**src/rtl/uart_boot_pkg.sv**
```systemverilog
package uart_boot_pkg;
    typedef enum logic [1:0] {
        RX_IDLE  = 2'd0,
        RX_START = 2'd1,
        RX_DATA  = 2'd2,
        RX_STOP  = 2'd3
    } rx_state_e;
endpackage

```
**src/rtl/boot_rx_sync.sv**
```systemverilog
module boot_rx_sync #(
    parameter int STAGES = 2
) (
    input  logic clk,
    input  logic rst,
    input  logic rx_async,
    output logic rx_sync
);
    logic [STAGES-1:0] chain_d, chain_q;

    always_comb begin
        chain_d = {chain_q[STAGES-2:0], rx_async};
    end

    always_ff @(posedge clk) begin
        if (rst) chain_q <= '1;
        else     chain_q <= chain_d;
    end

    assign rx_sync = chain_q[STAGES-1];
endmodule

```
**src/rtl/boot_rx_frame.sv**
```systemverilog
module boot_rx_frame
    import uart_boot_pkg::*;
#(
    parameter int CLKS_PER_BIT = 868
) (
    input  logic       clk,
    input  logic       rst,
    input  logic       rx_s,
    output logic       byte_valid,
    output logic [7:0] byte_data,
    output logic       frame_bad
);
    localparam int CNT_W = $clog2(CLKS_PER_BIT);
    localparam logic [CNT_W-1:0] FULL_RELOAD = CNT_W'(CLKS_PER_BIT - 1);
    localparam logic [CNT_W-1:0] HALF_RELOAD = CNT_W'(CLKS_PER_BIT / 2 - 1);

    typedef struct packed {
        rx_state_e        state;
        logic [CNT_W-1:0] cnt;
        logic [2:0]       bit_idx;
        logic [7:0]       shreg;
        logic             prev;
        logic             valid;
        logic             bad;
    } rx_regs_t;

    rx_regs_t r_d, r_q;

    always_comb begin
        r_d       = r_q;
        r_d.valid = 1'b0;
        r_d.bad   = 1'b0;
        r_d.prev  = rx_s;
        unique case (r_q.state)
            RX_IDLE: begin
                if (r_q.prev && !rx_s) begin
                    r_d.state = RX_START;
                    r_d.cnt   = HALF_RELOAD;
                end
            end
            RX_START: begin
                if (r_q.cnt == '0) begin
                    if (!rx_s) begin
                        r_d.state   = RX_DATA;
                        r_d.cnt     = FULL_RELOAD;
                        r_d.bit_idx = '0;
                    end else begin
                        r_d.state = RX_IDLE;
                    end
                end else begin
                    r_d.cnt = r_q.cnt - 1'b1;
                end
            end
            RX_DATA: begin
                if (r_q.cnt == '0) begin
                    r_d.shreg = {rx_s, r_q.shreg[7:1]};
                    r_d.cnt   = FULL_RELOAD;
                    if (r_q.bit_idx == 3'd7) r_d.state = RX_STOP;
                    else                     r_d.bit_idx = r_q.bit_idx + 1'b1;
                end else begin
                    r_d.cnt = r_q.cnt - 1'b1;
                end
            end
            RX_STOP: begin
                if (r_q.cnt == '0) begin
                    if (rx_s) r_d.valid = 1'b1;
                    else      r_d.bad   = 1'b1;
                    r_d.state = RX_IDLE;
                end else begin
                    r_d.cnt = r_q.cnt - 1'b1;
                end
            end
            default: r_d.state = RX_IDLE;
        endcase
    end

    always_ff @(posedge clk) begin
        if (rst) begin
            r_q       <= '0;
            r_q.state <= RX_IDLE;
            r_q.prev  <= 1'b1;
        end else begin
            r_q <= r_d;
        end
    end

    assign byte_valid = r_q.valid;
    assign byte_data  = r_q.shreg;
    assign frame_bad  = r_q.bad;

    // a bad frame never also yields a byte, and its pulse lasts one clock
    p_bad_excl_r7: assert property (@(posedge clk) disable iff (rst)
        !(byte_valid && frame_bad));
    p_bad_pulse_r7: assert property (@(posedge clk) disable iff (rst)
        frame_bad |=> !frame_bad);
    // frame completion always leaves the receiver waiting for a new start
    p_back_idle_r2: assert property (@(posedge clk) disable iff (rst)
        (byte_valid || frame_bad) |-> r_q.state == RX_IDLE);
endmodule

```
**src/rtl/boot_word_pack.sv**
```systemverilog
module boot_word_pack #(
    parameter int ADDR_W = 10,
    parameter int BYTES  = 4
) (
    input  logic                clk,
    input  logic                rst,
    input  logic                byte_valid,
    input  logic [7:0]          byte_data,
    input  logic                frame_bad,
    output logic                we,
    output logic [ADDR_W-1:0]   addr,
    output logic [8*BYTES-1:0]  wdata,
    output logic [ADDR_W:0]     count
);
    localparam int DATA_W = 8 * BYTES;
    localparam int POS_W  = $clog2(BYTES);
    localparam logic [POS_W-1:0] LAST_POS = POS_W'(BYTES - 1);

    typedef struct packed {
        logic [POS_W-1:0]  pos;
        logic [DATA_W-1:0] asm_word;
        logic              we;
        logic [DATA_W-1:0] wdata;
        logic [ADDR_W-1:0] addr;
        logic [ADDR_W:0]   count;
    } pack_regs_t;

    pack_regs_t p_d, p_q;
    logic [DATA_W-1:0] merged;

    always_comb begin
        merged = p_q.asm_word;
        merged[8*p_q.pos +: 8] = byte_data;

        p_d    = p_q;
        p_d.we = 1'b0;
        if (p_q.we) begin
            p_d.addr  = p_q.addr + 1'b1;
            p_d.count = p_q.count + 1'b1;
        end
        if (byte_valid) begin
            p_d.asm_word = merged;
            if (p_q.pos == LAST_POS) begin
                p_d.we    = 1'b1;
                p_d.wdata = merged;
                p_d.pos   = '0;
            end else begin
                p_d.pos = p_q.pos + 1'b1;
            end
        end
    end

    always_ff @(posedge clk) begin
        if (rst) p_q <= '0;
        else     p_q <= p_d;
    end

    assign we    = p_q.we;
    assign addr  = p_q.addr;
    assign wdata = p_q.wdata;
    assign count = p_q.count;

    p_we_single_r5: assert property (@(posedge clk) disable iff (rst)
        we |=> !we);
    p_addr_step_r4: assert property (@(posedge clk) disable iff (rst)
        we |=> addr == $past(addr) + 1'b1);
    p_count_step_r6: assert property (@(posedge clk) disable iff (rst)
        we |=> count == $past(count) + 1'b1);
    p_pos_hold_r7: assert property (@(posedge clk) disable iff (rst)
        frame_bad |=> p_q.pos == $past(p_q.pos));
endmodule

```
**src/rtl/uart_word_loader.sv**
```systemverilog
module uart_word_loader #(
    parameter int CLKS_PER_BIT = 868,
    parameter int ADDR_W       = 10,
    parameter int SYNC_STAGES  = 2
) (
    input  logic              clk,
    input  logic              rst,
    input  logic              rx,
    output logic              mem_we,
    output logic [ADDR_W-1:0] mem_addr,
    output logic [31:0]       mem_wdata,
    output logic [ADDR_W:0]   words_loaded,
    output logic              frame_err
);
    logic       rx_s;
    logic       byte_valid;
    logic [7:0] byte_data;
    logic       frame_bad;

    boot_rx_sync #(.STAGES(SYNC_STAGES)) u_sync (
        .clk(clk), .rst(rst), .rx_async(rx), .rx_sync(rx_s)
    );

    boot_rx_frame #(.CLKS_PER_BIT(CLKS_PER_BIT)) u_frame (
        .clk(clk), .rst(rst), .rx_s(rx_s),
        .byte_valid(byte_valid), .byte_data(byte_data), .frame_bad(frame_bad)
    );

    boot_word_pack #(.ADDR_W(ADDR_W), .BYTES(4)) u_pack (
        .clk(clk), .rst(rst),
        .byte_valid(byte_valid), .byte_data(byte_data), .frame_bad(frame_bad),
        .we(mem_we), .addr(mem_addr), .wdata(mem_wdata), .count(words_loaded)
    );

    assign frame_err = frame_bad;

    // outputs quiet in the clock after reset
    p_reset_quiet_r1: assert property (@(posedge clk)
        $past(rst) |-> (!mem_we && !frame_err && words_loaded == '0));
endmodule

```
**config.mk**
```make
export PLATFORM = sky130hd
export DESIGN_NAME = uart_word_loader
export DESIGN_NICKNAME = d
export VERILOG_FILES = /design/src/rtl/uart_boot_pkg.sv /design/src/rtl/boot_rx_sync.sv /design/src/rtl/boot_rx_frame.sv /design/src/rtl/boot_word_pack.sv /design/src/rtl/uart_word_loader.sv
export SDC_FILE = /design/constraint.sdc
export NUM_CORES = 1
export LEC_CHECK = 0
export BUFFER_PORTS_ARGS = -buffer_cell sky130_fd_sc_hd__buf_2
export CAP_MARGIN = 5
export CORE_AREA = 2 2 95 97
export CTS_CLUSTER_SIZE = 30
export DETAILED_ROUTE_END_ITERATION = 7
export DIE_AREA = 0 0 97 99
export HOLD_SLACK_MARGIN = 0.05
export PLACE_DENSITY_LB_ADDON = 0.08
export RECOVER_POWER = 50
export SETUP_SLACK_MARGIN = 0.2
export SYNTH_ARGS = -nofsm -noshare
export SYNTH_HDL_FRONTEND = slang
export SYNTH_SLANG_ARGS = --single-unit
```
**constraint.sdc**
```tcl
create_clock -name clk -period 4.8 [get_ports clk]
set_input_delay 0.96 -clock clk [delete_from_list [all_inputs] [get_ports clk]]
set_output_delay 0.96 -clock clk [all_outputs]
set_load 0.01 [all_outputs]
```
# Word-level counts from Yosys, hierarchy flattened
# Index checks and enable logic that the tools add are counted.
[classes] add_sub_neg=6 eq_ne=14 n_shift=2 mux=20 bitwise=3 n_reduce_logical=12
[op_table] op="case mux 12 bit (4 select lines)" n=1
[op_table] op="negator 5 -> 34 bit" n=1
[op_table] op="variable shift 8 x 34 -> 32 bit, first input constant" n=1
[op_table] op="indexed part select 8 x 34 -> 32 bit" n=1
[op_table] op="two-way mux 33 bit" n=1
[op_table] op="bitwise mux 32 bit" n=1
[op_table] op="two-way mux 10 bit" n=3
[op_table] op="two-way mux 13 bit" n=1
[op_table] op="two-way mux 12 bit" n=1
[op_table] op="two-way mux 2 bit" n=6
[op_table] op="adder 11 x 1 -> 11 bit, second input constant" n=1
[op_table] op="two-way mux 11 bit" n=1
[op_table] op="adder 10 x 1 -> 10 bit, second input constant" n=1
[op_table] op="logical NOT 10 bit" n=1
[op_table] op="inequality test 2 x 1 -> 1 bit, second input constant" n=5
[op_table] op="AND reduction 5 bit" n=2
[op_table] op="subtractor 10 x 1 -> 10 bit, second input constant" n=1
[op_table] op="== test 2 bit, second input constant" n=3
[op_table] op="two-way mux 3 bit" n=2
[op_table] op="inequality test 2 bit, second input constant" n=3
[op_table] op="case mux 3 bit (2 select lines)" n=1
[op_table] op="AND reduction 2 bit" n=2
[op_table] op="adder 3 x 1 -> 3 bit, second input constant" n=1
[op_table] op="== test 3 bit, second input constant" n=1
[op_table] op="other kinds (12)" n=15
[totals] register_bits=116 inputBits=3 out_inout_bits=55 word_cells=71

# Logic depth before layout (Yosys ltp)
# Gate-level depths: netlist of run 1.
[depth] depth_word=4 ltp_mapped=7 mapped_depth_nobuf=7

# Modules after synthesis
# A second synthesis of run 1 with hierarchy kept.
[hier_totals] hier_cells=646 hier_area_um2=5509.0
[modules_own_cells] module="boot_word_pack" instances=1 cells_each=475 area_per_inst_um2=4131.5 seq_area_each_um2=1761.7
[modules_own_cells] module="boot_rx_frame" instances=1 cells_each=167 area_per_inst_um2=1325.0 seq_area_each_um2=520.5
[modules_own_cells] module="boot_rx_sync" instances=1 cells_each=4 area_per_inst_um2=52.6 seq_area_each_um2=40.0

# Least setup slack after synthesis of run 1
# Ideal clock, no wire load.
[synth_timing] path_type="reg-to-reg" startpoint="reg u_pack.p_q[86] in the netlist's numbering" endpoint="reg u_pack.p_q[78] in the netlist's numbering" setup_ns=0.065 t_arrival_ns=1.938 required_ns=4.735 slack_ns=2.797 stages_incl_launch_ff=8 n_path_buf=1 period_less_slack_ns=2.003 cell_sequence="dfxtp_1 -> inv_1 -> ha_1 -> nor4b_2 -> and2_0 -> buf_2 -> a22oi_1 -> nor2_1"
[synth_between] elab_chain_cells=3 word_cells_on_any_way=4 classes_between="add/sub (1); shift (2); mux (1)"
[synth_lines] item="start, declared" line_no="boot_word_pack.sv:28" source="pack_regs_t p_d, p_q;"
[synth_lines] item="start signal, assigned" line_no="boot_word_pack.sv:55" source="else p_q <= p_d;"
[synth_lines] item="negator 5 -> 34 bit *" line_no="boot_word_pack.sv:33" source="merged[8*p_q.pos +: 8] = byte_data;"
[synth_lines] item="indexed part select 8 x 34 -> 32 bit / variable shift 8 x 34 -> 32 bit (equally long branches)" line_no="boot_word_pack.sv:33"
[synth_lines] item="bitwise mux 32 bit *" line_no="boot_word_pack.sv:33"
# Mark *: on every way between the ends. The rest lies on a longest branch, timed or not.
# A chain may end at the register's enable or synchronous reset.

==> results of run 1 <==
## synth_stat cells (3+ instances only)
cell type and number:
o22ai_1 3, inv_1 8, o21ai_0 10, nor4_1 4, nor3_1 5, a211oi_1 52, nor2b_1 33, ha_1 12
nand4_1 6, xnor2_1 3, nand2_1 21, mux2i_1 15, and3_1 4, or3_1 3, buf_1 5, buf_4 53
a21oi_1 46, a31oi_1 4, buf_2 4, and2_1 4, clkbuf_2 4, or2_2 3, dfxtp_1 116, clkbuf_1 23
a22oi_1 15, xor2_1 13, nor2_1 106, nand3_1 4
## stage by stage
stage | util, % | setup WS [ns]
detailed placement | 61.0 | 2.30
global placement | 61.0 | 2.38
global route | 67.7 | 1.59
CTS | 68.4 | 2.30
floorplan | - | 2.80
finish | 67.7 | 1.90
## placed cells by master (no fill, tap or decap), types with 3 or more instances in the layout
master / instances
clkinvlp_4: 4
nand4_1: 6
and2_1: 3
buf_2: 9
and3_1: 4
or2_2: 3
nor4_1: 4
nor2_1: 106
o22ai_1: 3
nor2b_1: 33
a21oi_1: 46
xnor2_1: 3
ha_1: 12
nand2_1: 21
nand3_1: 4
dfxtp_1: 116
bufinv_16: 4
a22oi_1: 15
xor2_1: 13
clkbuf_16: 16
clkbuf_1: 47
mux2i_1: 15
or3_1: 3
inv_1: 8
a211oi_1: 52
o21ai_0: 10
nor3_1: 5
clkbuf_8: 4
a31oi_1: 4
## area by class of cell
cell class | count | area (µm²) | area share [%]
clock buffer | 20 | 455 | 7.87
tap | 108 | 135 | 2.33
inverter | 8 | 30.0 | 0.519
sequential | 116 | 2320 | 40.1
clock inverter | 12 | 178 | 3.07
timing repair buffer | 59 | 241 | 4.17
multi-input combinational | 395 | 2430 | 41.9
## worst max-delay path, delay by kind of cell
| family | cells | cell delay, ns |
|---|---|---|
| AOI/OAI and AO/OA | 1 | 0.09 |
| buffers and inverters | 2 | 1.95 |
| and+or+nand+nor | 1 | 0.17 |
## sequential cells by signal, indices dropped and copies added, names as in the netlist, named ones only
register	flops
u_pack.p_q	34
u_pack.wdata	32
u_frame.r_q	15
u_pack.count	11
u_pack.addr	10
u_frame.byte_data	8
u_sync.chain_q	2
u_frame.byte_valid	1
u_frame.frame_bad	1
u_pack.we	1
## worst max-delay path by stage
stage,start,endpoint,slack [ns]
after floorplan,u_pack.p_q[86]$_SDFFE_PP0P_,u_pack.p_q[78]$_SDFFE_PP0P_,2.80
after global placement,rst,u_frame.r_q[22]$_SDFFE_PP0P_,2.38
after detailed placement,rst,u_frame.r_q[22]$_SDFFE_PP0P_,2.30
after CTS,u_pack.p_q[86]$_SDFFE_PP0P_,u_pack.p_q[78]$_SDFFE_PP0P_,2.30
after global routing,rst,u_frame.r_q[22]$_SDFFE_PP0P_,1.59
final,rst,u_frame.r_q[22]$_SDFFE_PP0P_,1.90
## kinds of logic (layout without fill, tap and decap cells)
| kind of cell | Yosys count | after routing | share of synthesized area (%) |
|---|---|---|---|
| AOI/OAI and AO/OA | 143 | 143 | 17.9 |
| buffers and inverters | 97 | 99 | 10.8 |
| and+or+nand+nor | 209 | 209 | 19.4 |
| xor gates and xnor gates | 16 | 16 | 2.63 |
| DFF | 116 | 116 | 43.6 |
| adders and majority gates | 12 | 12 | 2.82 |
| muxes | 15 | 15 | 2.82 |
## layer usage
metal	global-route usage [%]	vias to the layer above
met5	0	-
met1	28.5	1904
met2	37.8	121
li1	-	2038
met4	10.3	0
met3	6.31	17
## where the power goes
part | internal (mW) | total (mW) | switching, mW
Sequential | 0.972 | 0.987 | 0.0144
Clock | 0.883 | 1.33 | 0.446
Combinational | 0.0366 | 0.109 | 0.0720
==> metrics.txt, run 1 <==
CTS tree built; RSZ-0062 raised after global routing false; Die X-Extent 97 µm; number of remaining DRC errors 0; Final Power 2.42 mW; Placer Congestion 0.836; post-CTS setup buffer count 0; met1 WL 4750 µm; Syn Std Cell Area 5320 µm²; Met2 Wirelength 5210 µm; first-pass GRT wire length 18100 µm; Hold WS 0.415 ns; Yosys cell types 55; period utilization 60.4%; gr usage total 23.0%; fillcell total 709; Iteration-0 DRC Markers 230; R2R depth 6; via/cell ratio 5.68; floorplan die height 99 µm; WL/cell 14.9 µm; slack of the worst reg-to-reg path 2.24 ns; Finished Cell Area 5790 µm²; initial antenna violation count 0; RR Startpoint u_pack.p_q[86]$_SDFFE_PP0P_; drt first pass iters 5; setup TNS 0 ns; HP Start u_sync.chain_q[0]$_SDFF_PP1_; Crit path largest cell delay 1.54 ns; Hold Fails Final Rpt 0; leading post-synthesis cells by cell area dfxtp_1 (44%), buf_4 (7.5%), nor2_1 (7.5%), a211oi_1 (7.3%), a21oi_1 (4.3%); hold path cells 1; DP HPWL 6660 µm; Placement Cell Area 5220 µm²; Post-Route WL 10700 µm; highest metal used met4; Max Clock Freq 345 MHz; Top FF cell, synth dfxtp_1; Starting Density 62.2%; leakage 2.03 nW; ant diodes 0; Post-Syn Area per Cell 8.75 µm²; failing checks capacitance limit, slew limit; port buffer count 57; Core Rows 34; Setup CP Type in2reg; Setup-failing EPs final 0; headroom to the max-slew limit -46.6%; R2R Path End u_pack.p_q[78]$_SDFFE_PP0P_; CTS Sinks 116; Ports 58; clk slew on worst S/H paths 0.06 ns; vias 4080; Post-Layout Cell Count 718; Min-Delay Endpoint u_sync.chain_q[1]$_SDFF_PP1_; clock period minus worst slack 2.90 ns; #FFs+latches synth 116; Synthesis Warnings 0; maximum fanout along the worst path 111; Cell Chain, Critical Path clkbuf_2 > inv_1 > nand2_1 > o22ai_1; antenna viol nets, final 0; deepest clock path buffer count 2; layout cells sized above 1 9.67%; post-synthesis sequential area ratio 43.6%; Syn Inst Count 608; largest net degree at the start of global routing 112; Hold Path Class reg2reg; Setup crit end kind flop; CTS HTree Levels 4; Critical Path AT 3.20 ns; die area 9600 µm²; Total Nets Final 612; met3 wire len 551 µm; clk_skew 0.00852 ns; Slew @ Worst Pin 2.20 ns; CTS root buf clkbuf_8; outcome complete, but fails checks; post-CTS resize count 0; grt total ovfl 0; placed cells 686; number of synthesized flops with an enable pin 0; max-cap viol count 1; worst vdd rail ir drop 264 µV; clock latency on the worst-skew pair 0.52 ns; synthesis-to-layout area growth 8.79%; core area 8550 µm²; leading area contributor after synthesis dfxtp_1; max-slew violation count 112; crit path launch type primary input; Crit path required time 5.10 ns; ys async rst share 0%; area fraction of the dominant cell type after synthesis 43.6%; number of global-route vias before repair 3781; hold-fix buffers at CTS 0; Worst path slowest cell clkbuf_2; Synth Net Count 623; Num CTS Buffers 17; pwr dens 419 nW/µm²
Power figures use the tool's default switching activity.
==> run 2: changes to the inputs <==
Settings changed: CORE_AREA 2 2 95 97 to 2 2 104 106, DIE_AREA 0 0 97 99 to 0 0 106 108.
Clock period 4.8 ns to 2.45 ns, I/O delays scaled along.
==> run 2 against run 1 <==
Compared with the run above:
- via count shrank 0.83%
- clock power grew 63%
- clock skew grew 0.0045 ns
- worst setup slack lost 1.6 ns
- critical endpoint is now u_frame.r_q[12]$_SDFFE_PP0P_
- the flow now finishes without violations
- largest power group unchanged
- final cell count grew 4.9%
==> metrics.txt, run 2 (synthesis results as in run 1) <==
deepest clock path buffer count 2; Crit path required time 2.81 ns; ant diodes 0; P_sw 0.993 mW; most frequent cells in the layout dfxtp_1 (116), nor2_1 (106), clkbuf_1 (57), a211oi_1 (52), a21oi_1 (46); Post-Route WL 10700 µm; Met2 Wirelength 5090 µm; Cell Chain, Critical Path inv_1 > ha_1 > or4b_1 > nor3_1 > o21ai_1 > a22oi_1 > nor2_1; RSZ-0062 raised after global routing false; antenna viol nets, final 0; post-CTS setup buffer count 0; grt total ovfl 0; Slew @ Worst Pin 1.06 ns; max reg flops 34; clk slew on worst S/H paths 0.05 ns; Hold Fails Final Rpt 0; vias 4046; Placer Congestion 0.774; area occupied by multi-input gates 2420 µm²; CTS tree built; maximum fanout along the worst path 5; Worst path slowest cell or4b_1; max-slew violation count 0; CTS HTree Levels 4; leakage 1.99 nW; CP bufs+invs 1; post-place setup slack 0.447 ns; Int Power 3.33 mW; Setup CP Type reg2reg; kind of cell adding the most delay to the critical path simple AND/OR/NAND/NOR gates; floorplan die height 108 µm; number of remaining DRC errors 0; Hold WS 0.173 ns; Setup crit end kind flop; Num CTS Buffers 17; via/cell ratio 5.37; Total Nets Final 620; sequential cell area 2320 µm²; first-pass GRT wire length 17900 µm; met3 wire len 419 µm; Setup-failing EPs final 0; Setup WS post-layout 0.320 ns; logic gate share of total power 5.1%; met1 WL 5050 µm; Iteration-0 DRC Markers 176; gr usage total 19.7%; crit path launch type flop; clk_skew 0.0130 ns; commonest non-fill, non-tap cell in the layout dfxtp_1; clock period minus worst slack 2.13 ns; post-CTS resize count 0; core area 10200 µm²; CTS root buf clkbuf_8; hold-fix buffers at CTS 0; Seq pwr share 44.7%; Top reg by flops u_pack.p_q; headroom to the max-slew limit 29.2%; pwr dens 752 nW/µm²; Critical Path AT 2.49 ns; largest net degree at the start of global routing 51; Starting Density 52.0%; Final Power 4.32 mW; worst vdd rail ir drop 332 µV; Ports 58; drt first pass iters 5; Clock power frac 50.2%; DP HPWL 6930 µm; port buffer count 57; period utilization 86.9%; Hold Path Class in2reg; synthesis-to-layout area growth 8.02%; clock latency on the worst-skew pair 0.50 ns; max-cap viol count 0; CTS Sinks 116; setup TNS 0 ns; layout cells sized above 1 8.75%; die area 11400 µm²; number of global-route vias before repair 3719; Core Rows 37; sw frac 23.0%; Die X-Extent 106 µm; outcome completed; Max Clock Freq 470 MHz; WL/cell 14.3 µm; Crit path largest cell delay 0.49 ns; fillcell total 983; highest metal used met4; initial antenna violation count 0
==> run 2: cell count changes in the layout (fill, tap and decap cells not counted), moves of 3 or more <==
cell	previous run	this run
clkbuf_1	47	57
buf_2	9	1
buf_4	2	8
clkinv_2	2	7
bufinv_16	4	1
==> run 2: layer usage <==
layer,vias to the layer above,GRT usage [%]
met4,0,8.18
met5,-,0
li1,2075,-
met2,91,32.9
met3,17,4.70
met1,1863,24.6
==> run 2: per-stage QoR <==
stage | cells | utilization [%] | instance area (µm²)
2_1_floorplan | 608 | - | 5320
3_3_place_gp | 722 | 51.9 | 5310
3_5_place_dp | 722 | 51.9 | 5310
4_1_cts | 753 | 57.0 | 5840
5_1_grt | 753 | 56.2 | 5750
6_report | 753 | 56.2 | 5750
==> run 2: final timing paths <==
kind | from | cells past startpoint | slack, ns | to
worst max-delay path | u_frame.r_q[14]$_SDFFE_PP0P_ | 7 | 0.32 | u_frame.r_q[12]$_SDFFE_PP0P_
worst min-delay path | rx | 2 | 0.17 | u_sync.chain_q[0]$_SDFF_PP1_
worst max register to register | u_frame.r_q[14]$_SDFFE_PP0P_ | 7 | 0.32 | u_frame.r_q[12]$_SDFFE_PP0P_
worst min register to register | u_sync.chain_q[0]$_SDFF_PP1_ | 1 | 0.43 | u_sync.chain_q[1]$_SDFF_PP1_
==> run 2: worst reg2reg max path, cell delays in order (launching register included) <==
cell	delay, ns
dfxtp_1	0.34
inv_1	0.09
ha_1	0.18
or4b_1	0.49
nor3_1	0.40
o21ai_1	0.21
a22oi_1	0.23
nor2_1	0.06
==> run 2: power groups by stage <==
stage	Combinational (mW)	Clock (mW)	Sequential, mW
after global routing	0.245	2.30	1.93
after CTS	0.226	2.22	1.93
after detailed placement	0.226	0	1.97
after floorplan	0.184	0	1.96
after global placement	0.221	0	1.97
final	0.222	2.17	1.93
==> run 2: layout make-up <==
type                    instances  area share (%)
clock inverters                11            1.52
clock buffers                  20            7.58
multi-input cells             395            42.0
flip-flops and latches        116            40.4
inverters                       8           0.522
well taps                     136            2.96
repair buffers                 67            4.98
